### src/rtl/winshadow_pkg.sv
package winshadow_pkg;
  localparam int unsigned WIN_STRIDE = 8;
  localparam int unsigned Y_LSB      = 16;

  typedef enum logic [2:0] {
    FLD_CTRL   = 3'd0,
    FLD_ORIGIN = 3'd1,
    FLD_CORNER = 3'd2,
    FLD_BASE   = 3'd3,
    FLD_KEY    = 3'd4
  } field_e;

  function automatic int unsigned hold_addr(input int unsigned nwin);
    return nwin * WIN_STRIDE;
  endfunction

  function automatic int unsigned req_addr(input int unsigned nwin);
    return nwin * WIN_STRIDE + 1;
  endfunction
endpackage

### src/rtl/winshadow_edge.sv
module winshadow_edge (
  input  logic clk,
  input  logic rst_n,
  input  logic vsync,
  output logic vs_rise
);
  logic vs_q;

  always_ff @(posedge clk) begin
    if (!rst_n) vs_q <= 1'b0;
    else        vs_q <= vsync;
  end

  assign vs_rise = vsync & ~vs_q;

  // a held level yields one edge only
  p_single_edge_r11: assert property (@(posedge clk) disable iff (!rst_n)
    vs_rise |=> !vs_rise);
endmodule

### src/rtl/winshadow_arm.sv
module winshadow_arm #(
  parameter int unsigned NWIN = 2
) (
  input  logic            clk,
  input  logic            rst_n,
  input  logic            vs_rise,
  input  logic            hold_we,
  input  logic [NWIN-1:0] hold_d,
  input  logic            req,
  output logic [NWIN-1:0] hold,
  output logic [NWIN-1:0] armed,
  output logic [NWIN-1:0] copy_en,
  output logic            upd_pending
);
  assign copy_en     = {NWIN{vs_rise}} & armed & ~hold;
  assign upd_pending = |armed;

  always_ff @(posedge clk) begin
    if (!rst_n) begin
      hold  <= '0;
      armed <= '0;
    end else begin
      armed <= (armed & ~copy_en) | {NWIN{req}};
      if (hold_we) hold <= hold_d;
    end
  end

  p_req_arms_r3: assert property (@(posedge clk) disable iff (!rst_n)
    req |=> upd_pending);

  p_held_stays_r6: assert property (@(posedge clk) disable iff (!rst_n)
    vs_rise |=> ((armed & $past(armed & hold)) == $past(armed & hold)));

  p_free_clears_r4: assert property (@(posedge clk) disable iff (!rst_n)
    (vs_rise && !req) |=> ((armed & $past(armed & ~hold)) == '0));

  p_edge_request_r10: assert property (@(posedge clk) disable iff (!rst_n)
    (vs_rise && req) |=> (&armed));
endmodule

### src/rtl/winshadow_keyreg.sv
module winshadow_keyreg #(
  parameter int unsigned DW = 32
) (
  input  logic          clk,
  input  logic          rst_n,
  input  logic          copy_en,
  input  logic          we,
  input  logic [DW-1:0] d,
  output logic [DW-1:0] pend,
  output logic [DW-1:0] act
);
  always_ff @(posedge clk) begin
    if (!rst_n) begin
      pend <= '0;
      act  <= '0;
    end else begin
      if (copy_en) act <= pend;
      if (we)      pend <= d;
    end
  end

  p_key_copy_r8: assert property (@(posedge clk) disable iff (!rst_n)
    copy_en |=> (act == $past(pend)));
endmodule

### src/rtl/winshadow_window.sv
module winshadow_window #(
  parameter int unsigned DW = 32,
  parameter int unsigned CW = 12,
  parameter int unsigned FW = 4
) (
  input  logic            clk,
  input  logic            rst_n,
  input  logic            copy_en,
  input  logic            we_ctrl,
  input  logic            we_origin,
  input  logic            we_corner,
  input  logic            we_base,
  input  logic [FW:0]     d_ctrl,
  input  logic [2*CW-1:0] d_xy,
  input  logic [DW-1:0]   d_base,
  output logic [FW:0]     pend_ctrl,
  output logic [2*CW-1:0] pend_origin,
  output logic [2*CW-1:0] pend_corner,
  output logic [DW-1:0]   pend_base,
  output logic [FW:0]     act_ctrl,
  output logic [2*CW-1:0] act_origin,
  output logic [2*CW-1:0] act_corner,
  output logic [DW-1:0]   act_base
);
  always_ff @(posedge clk) begin
    if (!rst_n) begin
      pend_ctrl   <= '0;
      pend_origin <= '0;
      pend_corner <= '0;
      pend_base   <= '0;
      act_ctrl    <= '0;
      act_origin  <= '0;
      act_corner  <= '0;
      act_base    <= '0;
    end else begin
      if (copy_en) begin
        act_ctrl   <= pend_ctrl;
        act_origin <= pend_origin;
        act_corner <= pend_corner;
        act_base   <= pend_base;
      end
      if (we_ctrl)   pend_ctrl   <= d_ctrl;
      if (we_origin) pend_origin <= d_xy;
      if (we_corner) pend_corner <= d_xy;
      if (we_base)   pend_base   <= d_base;
    end
  end

  p_live_hold_r2: assert property (@(posedge clk) disable iff (!rst_n)
    !copy_en |=> ($stable(act_ctrl) && $stable(act_origin) &&
                  $stable(act_corner) && $stable(act_base)));

  p_copy_all_r4: assert property (@(posedge clk) disable iff (!rst_n)
    copy_en |=> ((act_ctrl == $past(pend_ctrl)) &&
                 (act_origin == $past(pend_origin)) &&
                 (act_corner == $past(pend_corner)) &&
                 (act_base == $past(pend_base))));
endmodule

### src/rtl/winshadow_bank.sv
module winshadow_bank #(
  parameter int unsigned NWIN = 2,
  parameter int unsigned DW   = 32,
  parameter int unsigned CW   = 12,
  parameter int unsigned FW   = 4,
  parameter int unsigned AW   = 5
) (
  input  logic                 clk,
  input  logic                 rst_n,
  input  logic                 vsync,
  input  logic                 wr_en,
  input  logic [AW-1:0]        wr_addr,
  input  logic [DW-1:0]        wr_data,
  input  logic [AW-1:0]        rd_addr,
  output logic [DW-1:0]        rd_data,
  output logic                 upd_pending,
  output logic [NWIN-1:0]      act_en,
  output logic [NWIN*FW-1:0]   act_fmt,
  output logic [NWIN*2*CW-1:0] act_origin,
  output logic [NWIN*2*CW-1:0] act_corner,
  output logic [NWIN*DW-1:0]   act_base,
  output logic [NWIN*DW-1:0]   act_key
);
  import winshadow_pkg::*;

  localparam int unsigned WINW      = AW - 3;
  localparam int unsigned XYW       = 2 * CW;
  localparam int unsigned HOLD_ADDR = hold_addr(NWIN);
  localparam int unsigned REQ_ADDR  = req_addr(NWIN);

  function automatic logic [XYW-1:0] word_to_xy(input logic [DW-1:0] w);
    return {w[Y_LSB +: CW], w[0 +: CW]};
  endfunction

  function automatic logic [DW-1:0] xy_to_word(input logic [XYW-1:0] xy);
    logic [DW-1:0] w;
    w = '0;
    w[0 +: CW]     = xy[CW-1:0];
    w[Y_LSB +: CW] = xy[XYW-1:CW];
    return w;
  endfunction

  logic            vs_rise;
  logic [NWIN-1:0] hold, armed, copy_en;
  logic            hold_we, upd_req;
  logic [WINW-1:0] wr_win, rd_win;
  logic [2:0]      wr_fld, rd_fld;
  logic [XYW-1:0]  d_xy;

  logic [FW:0]     pend_ctrl_a   [NWIN];
  logic [XYW-1:0]  pend_origin_a [NWIN];
  logic [XYW-1:0]  pend_corner_a [NWIN];
  logic [DW-1:0]   pend_base_a   [NWIN];
  logic [DW-1:0]   pend_key_a    [NWIN];
  logic [FW:0]     act_ctrl_a    [NWIN];
  logic [XYW-1:0]  act_origin_a  [NWIN];
  logic [XYW-1:0]  act_corner_a  [NWIN];
  logic [DW-1:0]   act_base_a    [NWIN];
  logic [DW-1:0]   act_key_a     [NWIN];

  assign wr_win  = wr_addr[AW-1:3];
  assign wr_fld  = wr_addr[2:0];
  assign rd_win  = rd_addr[AW-1:3];
  assign rd_fld  = rd_addr[2:0];
  assign d_xy    = word_to_xy(wr_data);
  assign hold_we = wr_en && (wr_addr == AW'(HOLD_ADDR));
  assign upd_req = wr_en && (wr_addr == AW'(REQ_ADDR)) && wr_data[0];

  winshadow_edge u_edge (
    .clk     (clk),
    .rst_n   (rst_n),
    .vsync   (vsync),
    .vs_rise (vs_rise)
  );

  winshadow_arm #(.NWIN(NWIN)) u_arm (
    .clk         (clk),
    .rst_n       (rst_n),
    .vs_rise     (vs_rise),
    .hold_we     (hold_we),
    .hold_d      (wr_data[NWIN-1:0]),
    .req         (upd_req),
    .hold        (hold),
    .armed       (armed),
    .copy_en     (copy_en),
    .upd_pending (upd_pending)
  );

  for (genvar w = 0; w < NWIN; w++) begin : g_win
    logic sel;
    assign sel = wr_en && (wr_win == WINW'(w));

    winshadow_window #(.DW(DW), .CW(CW), .FW(FW)) u_win (
      .clk         (clk),
      .rst_n       (rst_n),
      .copy_en     (copy_en[w]),
      .we_ctrl     (sel && (wr_fld == FLD_CTRL)),
      .we_origin   (sel && (wr_fld == FLD_ORIGIN)),
      .we_corner   (sel && (wr_fld == FLD_CORNER)),
      .we_base     (sel && (wr_fld == FLD_BASE)),
      .d_ctrl      (wr_data[FW:0]),
      .d_xy        (d_xy),
      .d_base      (wr_data),
      .pend_ctrl   (pend_ctrl_a[w]),
      .pend_origin (pend_origin_a[w]),
      .pend_corner (pend_corner_a[w]),
      .pend_base   (pend_base_a[w]),
      .act_ctrl    (act_ctrl_a[w]),
      .act_origin  (act_origin_a[w]),
      .act_corner  (act_corner_a[w]),
      .act_base    (act_base_a[w])
    );

    if (w != 0) begin : g_key
      winshadow_keyreg #(.DW(DW)) u_key (
        .clk     (clk),
        .rst_n   (rst_n),
        .copy_en (copy_en[w]),
        .we      (sel && (wr_fld == FLD_KEY)),
        .d       (wr_data),
        .pend    (pend_key_a[w]),
        .act     (act_key_a[w])
      );
    end else begin : g_nokey
      assign pend_key_a[w] = '0;
      assign act_key_a[w]  = '0;
    end

    assign act_en[w]                = act_ctrl_a[w][0];
    assign act_fmt[w*FW +: FW]      = act_ctrl_a[w][FW:1];
    assign act_origin[w*XYW +: XYW] = act_origin_a[w];
    assign act_corner[w*XYW +: XYW] = act_corner_a[w];
    assign act_base[w*DW +: DW]     = act_base_a[w];
    assign act_key[w*DW +: DW]      = act_key_a[w];
  end

  always_comb begin
    rd_data = '0;
    if (rd_addr == AW'(HOLD_ADDR)) begin
      rd_data[NWIN-1:0] = hold;
    end else if (rd_addr == AW'(REQ_ADDR)) begin
      rd_data[0] = upd_pending;
    end else begin
      for (int w = 0; w < NWIN; w++) begin
        if (rd_win == WINW'(w)) begin
          case (rd_fld)
            FLD_CTRL:   rd_data = DW'(pend_ctrl_a[w]);
            FLD_ORIGIN: rd_data = xy_to_word(pend_origin_a[w]);
            FLD_CORNER: rd_data = xy_to_word(pend_corner_a[w]);
            FLD_BASE:   rd_data = pend_base_a[w];
            FLD_KEY:    rd_data = pend_key_a[w];
            default:    rd_data = '0;
          endcase
        end
      end
    end
  end

  // enable moves only with a transfer
  p_enable_sync_r7: assert property (@(posedge clk) disable iff (!rst_n)
    !(|copy_en) |=> $stable(act_en));

  // an edge with nothing armed changes nothing live
  p_idle_edge_r5: assert property (@(posedge clk) disable iff (!rst_n)
    (vs_rise && !upd_pending) |=> ($stable(act_base) && $stable(act_en) &&
                                   $stable(act_origin) && $stable(act_key)));
endmodule

### config.mk
export PLATFORM = sky130hd
export DESIGN_NAME = winshadow_bank
export DESIGN_NICKNAME = d
export VERILOG_FILES = /design/src/rtl/winshadow_pkg.sv /design/src/rtl/winshadow_edge.sv /design/src/rtl/winshadow_arm.sv /design/src/rtl/winshadow_keyreg.sv /design/src/rtl/winshadow_window.sv /design/src/rtl/winshadow_bank.sv
export SDC_FILE = /design/constraint.sdc
export NUM_CORES = 1
export LEC_CHECK = 0
export ABC_AREA = 1
export ABC_CLOCK_PERIOD_IN_PS = 1300
export BUFFER_PORTS_ARGS = -buffer_cell sky130_fd_sc_hd__buf_2
export CORE_ASPECT_RATIO = 0.6
export CORE_MARGIN = 5
export CORE_UTILIZATION = 50
export CTS_BUF_LIST = sky130_fd_sc_hd__clkbuf_8
export CTS_CLUSTER_DIAMETER = 40
export DETAILED_ROUTE_END_ITERATION = 7
export PLACE_DENSITY_LB_ADDON = 0.2
export SKIP_CTS_REPAIR_TIMING = 1
export SYNTH_ARGS = -nofsm -noshare
export SYNTH_HDL_FRONTEND = slang
export SYNTH_SLANG_ARGS = --single-unit
### constraint.sdc
create_clock -name clk -period 1.3 [get_ports clk]
set_input_delay 0.13 -clock clk [delete_from_list [all_inputs] [get_ports clk]]
set_output_delay 0.13 -clock clk [all_outputs]
set_load 0.01 [all_outputs]
==> results.sh <==
export IMPL_status="finished, violations left"
export IMPL_violations="negative hold slack, negative setup slack"
export IMPL_hp_class="in -> reg"
export IMPL_fmax_mhz=565.0
export IMPL_vias_per_cell=5.804
export IMPL_placed_cell_area_mm2=0.01841
export IMPL_path_clk_slew_ns=0.06
export IMPL_cts_buffers=58
export IMPL_io_buffers=280
export IMPL_grt_pass1_wl_um=86570
export IMPL_syn_area_mm2=0.01574
export IMPL_ys_ff_latch=409
export IMPL_core_area_mm2=0.03109
export IMPL_slowest_stage="dfxtp_2"
export IMPL_cp_start_kind="register"
export IMPL_num_vias=17140
export IMPL_r2r_slack_ns=-0.15
export IMPL_worstPathRequired_ns=1.17
export IMPL_finalClockSkew_ns=0.04994
export IMPL_htreeDepth=2
export IMPL_fin_ws_ns=-0.4698
export IMPL_rsz0062_at_grt="true"
export IMPL_crit_type="reg -> out"
export IMPL_grt_max_degree=68
export IMPL_floorplan_rows=50
export IMPL_die_height_um=147.4
export IMPL_drtAntennaViolNets=0
export IMPL_drc_errors=0
export IMPL_yosysMostFrequentCell="nor2_1"
export IMPL_cts_tree="done"
export IMPL_max_stage_delay_ns=0.32
export IMPL_tns_ns=-14.57
export IMPL_start_util=0.5063
export IMPL_powerDensity_mw_per_mm2=1115
export IMPL_yosysTopAreaCell="dfxtp_1"
export IMPL_syn_to_final_growth_pct=41.09
export IMPL_reg2regPathDepth=7
export IMPL_antenna_found_initial=0
export IMPL_cts_sinks=409
export IMPL_tightest_slew_ns=0.6527
export IMPL_synth_edf_count=0
export IMPL_relSlewSlack=0.5644
export IMPL_setup_viol=143
export IMPL_synth_top_cell_area_share=0.5201
export IMPL_hold_viol_final=2
export IMPL_async_reset_ff_frac=0
export IMPL_nNetsFinal=2541
export IMPL_synth_cell_type_count=28
export IMPL_leakage_nw=9.829
export IMPL_p_total_mw=24.76
export IMPL_synth_cells=2065
export IMPL_synth_seq_area_share=0.5201
export IMPL_first_pass_iters=6
export IMPL_num_antenna_cells=0
export IMPL_design_portCount=313
export IMPL_wl_per_cell_um=22.75
export IMPL_hpwl_um=42650
export IMPL_synth_area_per_cell_um2=7.623
export IMPL_ys_flop_type="dfxtp_1"
export IMPL_gp_congestion=0.9381
export IMPL_irDropWorstVdd_uv=717.5
export IMPL_grtUsageTotal=0.3126
export IMPL_clkLatencyLatePin_ns=0.66
export IMPL_drv_slew=0
export IMPL_crit_chain="buf_6 > or2_4 > nand2_2 > nand4_1 > buf_2"
export IMPL_layout_drive_gt1_share=0.3743
export IMPL_ys_top_cells_by_area="dfxtp_1 (52%), o21ai_0 (12%), nor2_1 (11%)"
export IMPL_grt_overflow_total=0
export IMPL_die_w_um=239.1
export IMPL_drtIter0Drc=2812
export IMPL_post_route_period_util=1.361
export IMPL_ys_warn_count=0
export IMPL_min_period_ns=1.770
export IMPL_end_kind="output pin"
export IMPL_cap_violations=0
export IMPL_routed_wl_um=67190
export IMPL_arrival_ns=1.64
export IMPL_netlist_top_cells_count="nor2_1 (461), dfxtp_1 (409), o21ai_0 (391), nand2_1 (222), a21oi_1 (187)"
export IMPL_clockRootBuffer="clkbuf_8"
export IMPL_cp_max_fo=2
export IMPL_first_global_vias=14390
export IMPL_hold_slack_ns=-0.07685
export IMPL_cts_max_path_buffers=3
export IMPL_fin_area_mm2=0.02221
export IMPL_hold_depth=4
export IMPL_die_area_mm2=0.03525
## worst paths after layout
path / startpoint / end
setup / recovery: u_arm.armed[1]$_SDFF_PN0_ / rd_data[0]
hold / removal: wr_addr[1] / u_arm.armed[1]$_SDFF_PN0_
setup reg to reg: u_edge.vs_q$_SDFF_PN0_ / g_win[0].u_win.act_base[18]$_SDFFE_PN0P_
hold reg to reg: g_win[1].u_win.act_corner[20]$_SDFFE_PN0P_ / g_win[1].u_win.act_corner[20]$_SDFFE_PN0P_
## critical path, delay by kind of cell, from the launching register on
family / cells / cell delay (ns)
simple gates: 3 / 0.40
buf+inv: 2 / 0.29
flops: 1 / 0.32
## cell usage in the layout, fill, tap and decap left out, types with 47 or more instances in the layout
cell / count
clkbuf_8: 74
dfxtp_1: 230
o21ai_2: 52
nor2_1: 427
dfxtp_2: 157
nand2_1: 186
buf_4: 143
a21oi_1: 187
inv_1: 65
o21ai_1: 90
buf_12: 47
buf_2: 234
o21ai_0: 257
## final cells by class
class	count	area (um2)
Fill cell	2435	8882
Multi-Input combinational cell	1440	7167
Timing Repair inverter	3	51.30
Clock buffer	73	1005
Clock inverter	30	142.6
Inverter	60	282.8
Timing Repair Buffer	523	4574
Tap cell	416	520.5
Sequential cell	409	8467
## where the power goes
| group | total [mW] | leakage [nW] | switching (mW) | internal (mW) |
|---|---|---|---|---|
| clock | 10.2 | 0.658 | 5.17 | 5.05 |
| sequential | 12.7 | 3.39 | 0.103 | 12.6 |
| combinational | 1.83 | 5.78 | 1.15 | 0.685 |
| total | 24.8 | 9.83 | 6.42 | 18.3 |
## metal layers
| metal | GRT usage | share of wire | up-vias |
|---|---|---|---|
| met2 | 0.4334 | 0.40 | 1216 |
| met1 | 0.4741 | 0.42 | 8106 |
| li1 | - | - | 7667 |
| met5 | 0 | 0 | - |
| met3 | 0.09286 | 0.15 | 155 |
| met4 | 0.07925 | 0.027 | 0 |
## kinds of logic after synthesis
kind of cell	count (synthesis)	share of synthesized area
other cells	1	0.0002382
flops	409	0.5201
simple gates	781	0.1993
compound gates	626	0.2022
buf+inv	248	0.07813
## sequential cells by signal (all words and copies together) (netlist names)
register                 flops
g_win.u_win.pend_base       64
g_win.g_key.u_key.pend      32
g_win.u_win.act_corner      48
g_win.u_win.pend_ctrl       10
g_win.u_win.pend_origin     48
u_arm.hold                   2
u_arm.armed                  2
g_win.u_win.act_ctrl        10
g_win.u_win.pend_corner     48
g_win.g_key.u_key.act       32
g_win.u_win.act_base        64
g_win.u_win.act_origin      48
u_edge.vs_q                  1
## per-stage QoR
step	std cells	utilization	worst slack [ns]	hold slack [ns]
3_5_place_dp	2744	0.5921	-0.2944	0.3784
3_3_place_gp	2744	0.5921	-0.3105	0.3746
4_1_cts	2847	0.6290	-0.5955	-0.2686
6_report	2954	0.7143	-0.4698	-0.07685
5_1_grt	2954	0.7143	-0.5298	-0.06845
2_1_floorplan	2096	-	0.08533	0.2276
Power figures use the tool's default switching activity.
